`src/rtl/rtc_shadow_pkg.sv`:
```
package rtc_shadow_pkg;

  localparam int unsigned NUM_REGS = 8;
  localparam int unsigned REG_AW   = $clog2(NUM_REGS);

  typedef enum logic [REG_AW-1:0] {
    REG_CTRL = 3'd0,
    REG_SEC  = 3'd1,
    REG_MIN  = 3'd2,
    REG_HOUR = 3'd3,
    REG_DAY  = 3'd4,
    REG_DATE = 3'd5,
    REG_MON  = 3'd6,
    REG_YEAR = 3'd7
  } reg_sel_e;

  typedef struct packed {
    logic [6:0] sec;
    logic [6:0] min;
    logic [5:0] hour;
    logic [2:0] dow;
    logic [5:0] date;
    logic [4:0] mon;
    logic [7:0] year;
    logic       cent;
  } rtc_time_t;

  typedef logic [NUM_REGS-1:0][7:0] rtc_bank_t;

  localparam rtc_time_t RESET_TIME = '{sec: 7'h00, min: 7'h00, hour: 6'h00, dow: 3'd1,
                                       date: 6'h01, mon: 5'h01, year: 8'h00, cent: 1'b0};

  function automatic logic [7:0] bcd_next(input logic [7:0] v);
    return (v[3:0] == 4'h9) ? {v[7:4] + 4'h1, 4'h0} : v + 8'h01;
  endfunction

  function automatic logic is_leap(input logic [7:0] year);
    if (year[4]) return (year[3:0] == 4'h2) || (year[3:0] == 4'h6);
    return (year[3:0] == 4'h0) || (year[3:0] == 4'h4) || (year[3:0] == 4'h8);
  endfunction

  function automatic logic [5:0] last_date(input logic [4:0] mon, input logic [7:0] year);
    case (mon)
      5'h02:                      return is_leap(year) ? 6'h29 : 6'h28;
      5'h04, 5'h06, 5'h09, 5'h11: return 6'h30;
      default:                    return 6'h31;
    endcase
  endfunction

  function automatic logic [7:0] reg_mask(input int unsigned idx);
    case (idx)
      1:       return 8'hFF;
      2:       return 8'h7F;
      3:       return 8'h3F;
      4:       return 8'h37;
      5:       return 8'h3F;
      6:       return 8'h1F;
      default: return 8'hFF;
    endcase
  endfunction

  // byte view of a time value; control byte supplied by caller
  function automatic rtc_bank_t pack_bank(input rtc_time_t t, input logic stop,
                                          input logic cen, input logic [7:0] ctrl);
    rtc_bank_t b;
    b[REG_CTRL] = ctrl;
    b[REG_SEC]  = {stop, t.sec};
    b[REG_MIN]  = {1'b0, t.min};
    b[REG_HOUR] = {2'b00, t.hour};
    b[REG_DAY]  = {2'b00, cen, t.cent, 1'b0, t.dow};
    b[REG_DATE] = {2'b00, t.date};
    b[REG_MON]  = {3'b000, t.mon};
    b[REG_YEAR] = t.year;
    return b;
  endfunction

endpackage

```
`src/rtl/rtc_time_core.sv`:
```
module rtc_time_core
  import rtc_shadow_pkg::*;
(
  input  logic      clk_i,
  input  logic      rst_ni,
  input  logic      tick_i,
  input  logic      load_i,
  input  rtc_time_t load_val_i,
  input  logic      stop_wr_i,
  input  logic      stop_val_i,
  input  logic      cen_wr_i,
  input  logic      cen_val_i,
  output rtc_time_t now_o,
  output logic      stop_o,
  output logic      cen_o,
  output logic      adv_o
);

  rtc_time_t now_q, nxt;
  logic      stop_q, cen_q, adv_q;
  logic      w_sec, w_min, w_hour, day_roll, mon_roll, yr_roll;
  logic      step;

  assign step = tick_i && !stop_q && !load_i;

  always_comb begin
    nxt      = now_q;
    w_sec    = now_q.sec  == 7'h59;
    w_min    = now_q.min  == 7'h59;
    w_hour   = now_q.hour == 6'h23;
    day_roll = w_sec && w_min && w_hour;
    mon_roll = day_roll && (now_q.date == last_date(now_q.mon, now_q.year));
    yr_roll  = mon_roll && (now_q.mon == 5'h12);

    nxt.sec = w_sec ? 7'h00 : 7'(bcd_next({1'b0, now_q.sec}));
    if (w_sec)
      nxt.min = w_min ? 7'h00 : 7'(bcd_next({1'b0, now_q.min}));
    if (w_sec && w_min)
      nxt.hour = w_hour ? 6'h00 : 6'(bcd_next({2'b00, now_q.hour}));
    if (day_roll) begin
      nxt.dow  = (now_q.dow == 3'd7) ? 3'd1 : now_q.dow + 3'd1;
      nxt.date = mon_roll ? 6'h01 : 6'(bcd_next({2'b00, now_q.date}));
    end
    if (mon_roll)
      nxt.mon = (now_q.mon == 5'h12) ? 5'h01 : 5'(bcd_next({3'b000, now_q.mon}));
    if (yr_roll) begin
      nxt.year = (now_q.year == 8'h99) ? 8'h00 : bcd_next(now_q.year);
      if (now_q.year == 8'h99 && cen_q) nxt.cent = !now_q.cent;
    end
  end

  always_ff @(posedge clk_i or negedge rst_ni) begin
    if (!rst_ni) begin
      now_q  <= RESET_TIME;
      stop_q <= 1'b1;
      cen_q  <= 1'b0;
      adv_q  <= 1'b0;
    end else begin
      if (load_i)    now_q <= load_val_i;
      else if (step) now_q <= nxt;
      if (stop_wr_i) stop_q <= stop_val_i;
      if (cen_wr_i)  cen_q  <= cen_val_i;
      adv_q <= step;
    end
  end

  assign now_o  = now_q;
  assign stop_o = stop_q;
  assign cen_o  = cen_q;
  assign adv_o  = adv_q;

endmodule

```
`src/rtl/rtc_shadow_regs.sv`:
```
module rtc_shadow_regs
  import rtc_shadow_pkg::*;
(
  input  logic              clk_i,
  input  logic              rst_ni,
  input  logic              wr_en_i,
  input  logic [REG_AW-1:0] sel_i,
  input  logic [7:0]        wdata_i,
  input  logic              copy_req_i,
  input  rtc_time_t         live_i,
  input  logic              stop_i,
  input  logic              cen_i,
  output rtc_bank_t         bank_o,
  output rtc_time_t         hold_o,
  output logic              freeze_o,
  output logic              copy_o,
  output logic              load_o
);

  localparam rtc_bank_t RESET_BANK = pack_bank(RESET_TIME, 1'b1, 1'b0, 8'h00);

  rtc_bank_t hold_q, live_bank;

  assign live_bank = pack_bank(live_i, stop_i, cen_i, hold_q[REG_CTRL]);
  assign freeze_o  = hold_q[REG_CTRL][7] | hold_q[REG_CTRL][6];
  assign copy_o    = copy_req_i && !freeze_o;
  assign load_o    = wr_en_i && (sel_i == REG_CTRL) && hold_q[REG_CTRL][7] && !wdata_i[7];

  for (genvar i = 0; i < NUM_REGS; i++) begin : g_byte
    always_ff @(posedge clk_i or negedge rst_ni) begin
      if (!rst_ni)                                   hold_q[i] <= RESET_BANK[i];
      else if (wr_en_i && sel_i == REG_AW'(i))       hold_q[i] <= wdata_i & reg_mask(i);
      else if (copy_o)                               hold_q[i] <= live_bank[i];
    end
  end

  assign hold_o = '{sec:  hold_q[REG_SEC][6:0],  min:  hold_q[REG_MIN][6:0],
                    hour: hold_q[REG_HOUR][5:0], dow:  hold_q[REG_DAY][2:0],
                    date: hold_q[REG_DATE][5:0], mon:  hold_q[REG_MON][4:0],
                    year: hold_q[REG_YEAR],      cent: hold_q[REG_DAY][4]};
  assign bank_o = hold_q;

endmodule

```
`src/rtl/bcd_calendar_shadow.sv`:
```
module bcd_calendar_shadow
  import rtc_shadow_pkg::*;
#(
  parameter int unsigned ADDR_W = 13
) (
  input  logic              clk_i,
  input  logic              rst_ni,
  input  logic              tick_i,
  input  logic              cs_i,
  input  logic              we_i,
  input  logic [ADDR_W-1:0] addr_i,
  input  logic [7:0]        wdata_i,
  output logic [7:0]        rdata_o
);

  localparam int unsigned HI_W = ADDR_W - REG_AW;

  logic              in_win, wr_en, rd_en;
  logic [REG_AW-1:0] sel;
  rtc_time_t         live_time, hold_time;
  rtc_bank_t         bank;
  logic              stop, cen, adv, copy, load, freeze;
  logic              stop_wr, stop_val, cen_wr, cen_val;
  logic [7:0]        rdata_q;

  assign in_win = &addr_i[ADDR_W-1:REG_AW];
  assign sel    = addr_i[REG_AW-1:0];
  assign wr_en  = cs_i && we_i && in_win;
  assign rd_en  = cs_i && !we_i && in_win;

  // halt and century-enable act on the live side at once
  assign stop_wr  = (wr_en && sel == REG_SEC) || load;
  assign stop_val = load ? bank[REG_SEC][7] : wdata_i[7];
  assign cen_wr   = (wr_en && sel == REG_DAY) || load;
  assign cen_val  = load ? bank[REG_DAY][5] : wdata_i[5];

  rtc_time_core i_core (
    .clk_i      (clk_i),
    .rst_ni     (rst_ni),
    .tick_i     (tick_i),
    .load_i     (load),
    .load_val_i (hold_time),
    .stop_wr_i  (stop_wr),
    .stop_val_i (stop_val),
    .cen_wr_i   (cen_wr),
    .cen_val_i  (cen_val),
    .now_o      (live_time),
    .stop_o     (stop),
    .cen_o      (cen),
    .adv_o      (adv)
  );

  rtc_shadow_regs i_regs (
    .clk_i      (clk_i),
    .rst_ni     (rst_ni),
    .wr_en_i    (wr_en),
    .sel_i      (sel),
    .wdata_i    (wdata_i),
    .copy_req_i (adv),
    .live_i     (live_time),
    .stop_i     (stop),
    .cen_i      (cen),
    .bank_o     (bank),
    .hold_o     (hold_time),
    .freeze_o   (freeze),
    .copy_o     (copy),
    .load_o     (load)
  );

  always_ff @(posedge clk_i or negedge rst_ni) begin
    if (!rst_ni)    rdata_q <= '0;
    else if (rd_en) rdata_q <= bank[sel];
    else            rdata_q <= '0;
  end

  assign rdata_o = rdata_q;

  logic unused_hi;
  assign unused_hi = ^{HI_W{1'b0}};

endmodule

```
`config.mk`:
```
export PLATFORM = sky130hd
export DESIGN_NAME = bcd_calendar_shadow
export DESIGN_NICKNAME = d
export VERILOG_FILES = /design/src/rtl/rtc_shadow_pkg.sv /design/src/rtl/rtc_time_core.sv /design/src/rtl/rtc_shadow_regs.sv /design/src/rtl/bcd_calendar_shadow.sv
export SDC_FILE = /design/constraint.sdc
export NUM_CORES = 1
export LEC_CHECK = 0
export ABC_AREA = 1
export BUFFER_PORTS_ARGS = -buffer_cell sky130_fd_sc_hd__buf_2
export CAP_MARGIN = 20
export CORE_MARGIN = 1
export CORE_UTILIZATION = 60
export DETAILED_ROUTE_END_ITERATION = 10
export PLACE_DENSITY = 0.88
export REMOVE_ABC_BUFFERS = 1
export SYNTH_ARGS = -nofsm -noshare
export SYNTH_HDL_FRONTEND = slang
export SYNTH_SLANG_ARGS = --single-unit
```
`constraint.sdc`:
```
create_clock -name clk_i -period 2.1 [get_ports clk_i]
set_input_delay 0.315 -clock clk_i [delete_from_list [all_inputs] [get_ports clk_i]]
set_output_delay 0.315 -clock clk_i [all_outputs]
set_load 0.05 [all_outputs]
```
# Word level (Yosys, flattened, before mapping)
# Cells that the tools add are included.
# totals
word_cells	168
output_inout_bits	8
input_bits	26
regBits	118
# op_classes
reduce_logical	57
muxes	47
magnitude_cmp	1
bitwise_logic	1
eq_ne	29
n_addsub	13
# op_table
cell	n
$mux 8	18
$mux 43	2
$mux 7	5
$mux 6	5
$eq 4x4->1 const B	7
$reduce_bool 2->1	14
$bmux 8 s3	1
$logic_and 1x1->1	22
$mux 9	2
$eq 3x3->1 const B	5
$mux 5	3
$add 7x1->7 const B	2
$eq 7x7->1 const B	2
$add 6x1->6 const B	2
$pmux 6 s2	1
$eq 5x3->1 const B	2
$eq 5x5->1 const B	2
$reduce_and 10->1	1
$reduce_and 2->1	5
$add 3x1->3 const B	3
$mux 1	9
$add 8x1->8 const B	1
$eq 4x3->1 const B	2
$eq 8x8->1 const B	1
20 further kinds	31

# Logic depth before layout (Yosys ltp)
# depth
word_depth	13
mapped_depth	14
ltp_nobuf	13

# Hierarchy
# From an unflattened synthesis, not the netlist that was laid out.
# unflattened
cells_unflattened	1112
area_unflattened_um2	7592.3
# modules_own_cells
module	area_per_inst_um2	cells_each	seq_area_each_um2	n_inst
rtc_shadow_regs	3231.8	437	1331.3	1
rtc_time_core	3186.8	436	1156.1	1
bcd_calendar_shadow	1173.6	239	200.2	1

# Worst setup path before layout
# OpenSTA, ideal clock, no wires.
# synth_timing
kind	flip-flop to flip-flop
startpoint	reg i_core.now_q, in the netlist i_core.now_o[27]
endpoint	reg i_core.now_q, in the netlist i_core.now_o[1]
path_stages_with_launch	15
arrival_ns	1.727
path_slack_ns	0.256
n_path_buf	1
setup_time_ns	0.117
synth_period_minus_slack_ns	1.844
t_required_ns	1.983
cell_sequence	dfrtp_1 > inv_1 > ha_1 > nand2_1 > nor3_1 > inv_1 > nor2_1 > nand2_1 > nor2_1 > nand2_1 > o21ai_2 > buf_6 > nand2_4 > nand2_1 > nand2_1
# synth_between
elab_chain_len	6
# synth_lines
element	line_no	rtl
start, declared	rtc_time_core.sv:19	rtc_time_t now_q, nxt;
start signal, assigned	rtc_time_core.sv:59	if (load_i) now_q <= load_val_i;
start signal, assigned	rtc_time_core.sv:60	else if (step) now_q <= nxt;
$eq 6x6->1	rtc_time_core.sv:30	w_hour = now_q.hour == 6'h23;
$logic_and 1x1->1	rtc_time_core.sv:31	day_roll = w_sec && w_min && w_hour;
$logic_and 1x1->1	rtc_time_core.sv:32	mon_roll = day_roll && (now_q.date == last_date(now_q.mon, now_q.year));
$logic_and 1x1->1	rtc_time_core.sv:33	yr_roll = mon_roll && (now_q.mon == 5'h12);
$reduce_bool 2->1 (no source line)	n/a	
$reduce_and 2->1 (no source line)	n/a	
# Every way passes these cells.
# A chain may end at the register's enable or synchronous reset.

# Final worst setup path
# layout_timing
startpoint	reg i_core.now_q, in the netlist i_core.now_o[37]
endpoint	reg i_core.now_q, in the netlist i_core.now_o[8]
# layout_between
elab_chain_len	7
# layout_lines
element	line_no	rtl
$eq 7x7->1	rtc_time_core.sv:28	w_sec = now_q.sec == 7'h59;
$logic_and 1x1->1 (2 in series)	rtc_time_core.sv:31	
$logic_and 1x1->1	rtc_time_core.sv:32	
$logic_and 1x1->1	rtc_time_core.sv:33	
$reduce_bool 2->1 (no source line)	n/a	
$reduce_and 2->1 (no source line)	n/a	
# Every way passes these cells.

==> results.json <==
{
  "outcome": "finished clean",
  "powerDensity_nw_per_um2": 492,
  "cp.required_ns": 2.40,
  "ys_types": 41,
  "cts_sinks": 107,
  "synth_commonest_cells": "nand2_1 (202), nand3_1 (112), inv_1 (111), dfrtp_1 (99), o21ai_0 (56)",
  "row_count": 37,
  "synth_cells": 849,
  "final-setup-viol-count": 0,
  "gp_congestion": 0.931,
  "critPathMaxFanout": 8,
  "drt-initial-drc-count": 681,
  "die_height_um": 106,
  "cts_tree": "done",
  "final_cells": 1056,
  "drcViolationCount": 0,
  "final_util_pct": 70.9,
  "synthDominantCellAreaShare_pct": 38.3,
  "fmax_mhz": 504,
  "gr-total-overflow": 0,
  "max_slew.worst_pin.slew_ns": 0.466,
  "p_int_uw": 2710,
  "p_leak_uw": 0.00354,
  "ys_seq_area_share_pct": 41.6,
  "post-route-min-period_ns": 1.99,
  "viasPerCell": 6.09,
  "ys.warnings.count": 0,
  "yosysMostFrequentCell": "nand2_1",
  "switching_power_uw": 901,
  "avgSynthCellArea_um2": 7.62,
  "drive_above_1_share_pct": 16.0,
  "grt_pass1_vias": 6040,
  "drtPass1Iterations": 5,
  "ir_drop_mv": 0.295,
  "die_area_um2": 11200,
  "clock_skew_ns": 0.0139,
  "hold_violations": 0,
  "dp_cells": 1035,
  "clk_pin_slew_ns": 0.11,
  "synth_edf_count": 0,
  "io_pins": 34,
  "grt_pass1_wl_um": 29500,
  "nets": 958,
  "synthTopCellsByArea": "dfrtp_1 (38%), nand2_1 (12%), nand3_1 (8.7%), inv_1 (6.4%), o21ai_0 (4.3%)",
  "clk_latency_ns": 0.40,
  "crit_type": "flip-flop to flip-flop",
  "initial_core_util_pct": 62.4,
  "startpoint_type": "flip-flop",
  "ys_seq_elements": 107,
  "setup_slack_ns": 0.114,
  "p_comb_share_pct": 6.0,
  "num_vias": 6436,
  "critPathCaptureType": "flip-flop",
  "max-slew-margin-rel_pct": 68.9,
  "whs_ns": 0.146,
  "grt_max_degree": 40,
  "wl_per_cell_um": 17.1,
  "clockRootBuffer": "clkbuf_8",
  "fp.dieW_um": 106,
  "cts_buffers": 9,
  "dpl.hpwl_um": 13100,
  "hold_class": "input pin to flip-flop",
  "io_buffers": 33,
  "pwr-share-seq_pct": 57.2,
  "htreeDepth": 3,
  "nFillCells": 810,
  "p_sw_share_pct": 24.9,
  "power_uw": 3610,
  "coreArea_um2": 10400,
  "synth_top_area_cell": "dfrtp_1",
  "antenna_found_initial": 0,
  "wl_um": 18000,
  "synth-main-ff-cell": "dfrtp_1",
  "cts_buffer_depth": 2,
  "cp.arrival_ns": 2.28,
  "pre_cts_slack_ns": 0.0180,
  "async_flop_share_pct": 100,
  "max_cap_viol_count": 0,
  "area_growth_pct": 13.7,
  "rsz0062_at_grt": "yes",
  "antenna_cells": 0,
  "slew_violations": 0,
  "clkPwrFrac_pct": 36.8,
  "ant_nets": 0,
  "grt_use_total_pct": 34.1,
  "syn_area_um2": 6470,
  "period_share_pct": 94.6
}
-- worst paths after layout --
check | to | depth (start not counted) | slack [ns] | from
max | i_core.now_o[8] | 14 | 0.11 | i_core.now_o[37]
min | i_regs.bank_o[51] | 3 | 0.15 | wdata_i[3]
max reg2reg | i_core.now_o[8] | 14 | 0.11 | i_core.now_o[37]
min reg2reg | i_core.now_o[20] | 2 | 0.50 | i_core.now_o[20]
max in group asynchronous | i_core.now_o[9] | 3 | 1.04 | rst_ni
min in group asynchronous | i_core.now_o[42] | 2 | 0.40 | rst_ni
-- power by group through the flow --
stage / logic, uW / clock network [uW] / registers (uW)
after floorplan: 76.9 / 0 / 2110
after global placement: 202 / 0 / 2110
after detailed placement: 207 / 0 / 2110
after CTS: 209 / 1330 / 2070
after global routing: 236 / 1400 / 2070
final: 216 / 1330 / 2070
-- repair_timing --
action                                 in CTS  in global routing
cloned                                      0                  0
endpoints found under the hold margin      30                  0
setup endpoints to repair                   4                 23
resized for setup                           1                 21
pin swaps                                   0                  5
buffers inserted                            0                  4
hold buffers                                1                  0
-- routing by layer --
layer | vias up | wire, um | global-route usage (%)
li1 | 2997 | - | -
met1 | 3019 | 7580 | 46.2
met2 | 361 | 8130 | 51.3
met3 | 59 | 1590 | 6.86
met4 | 0 | 739 | 18.4
met5 | - | 0 | 0
-- per-stage QoR --
stage	TNS [ns]	area (um2)
4_1_cts	0	7250
3_5_place_dp	0	7050
2_1_floorplan	-0.305	6310
3_3_place_gp	0	7050
5_1_grt	-0.0606	7350
6_report	0	7350
-- critical path, stage by stage, from the launching register on --
cell	delay (ns)
dfrtp_1	0.38
inv_1	0.09
ha_4	0.15
nand3_4	0.11
nor2_4	0.16
nand2_2	0.10
nor2_1	0.11
nand2_1	0.07
nor2_2	0.10
nand2_2	0.09
o21ai_2	0.18
buf_6	0.16
nand2_4	0.08
nand2_1	0.07
nand2_1	0.05
-- flip-flops by register name, indices dropped and copies added, names as in the netlist --
signal and flops:
i_core.adv_o 1, i_core.stop_o 1, i_core.cen_o 1, i_core.now_o 43
i_regs.bank_o 53, rdata_o 8
-- layout by cell type (no fill, tap or decap), drive strengths merged --
cell         count
a211oi           4
a21oi           15
a221oi           4
a22oi            4
a31oi            5
buf             87
bufinv           1
clkbuf          12
clkinv           2
dfrtp           99
dfstp            8
dlygate4sd3      1
ha              17
inv            117
nand2          206
nand3          115
nand3b           2
nand4           13
nor2            59
nor3             4
o2111ai          6
o211ai          21
o21ai           63
o21bai           1
o221ai          31
o22ai            8
or2              1
xnor2            2
xor2            12
-- final cells by class --
cell class                 instances  area, um2  area share [%]
tap                              136        170            2.32
sequential                       107       2690            36.6
clock buffer                      12        145            1.97
timing repair buffer              88        612            8.32
multi-input combinational        593       3250            44.2
clock inverter                     4       48.8           0.664
inverter                         116        435            5.92
-- cell families after synthesis --
group           Yosys count  synth area share, %
compound gates          162                 16.4
xor+xnor                 14                 1.90
fa+ha+maj                17                 3.29
buf+inv                 149                 9.15
flops                   107                 41.6
simple gates            400                 27.7
Power figures use the tool's default switching activity.
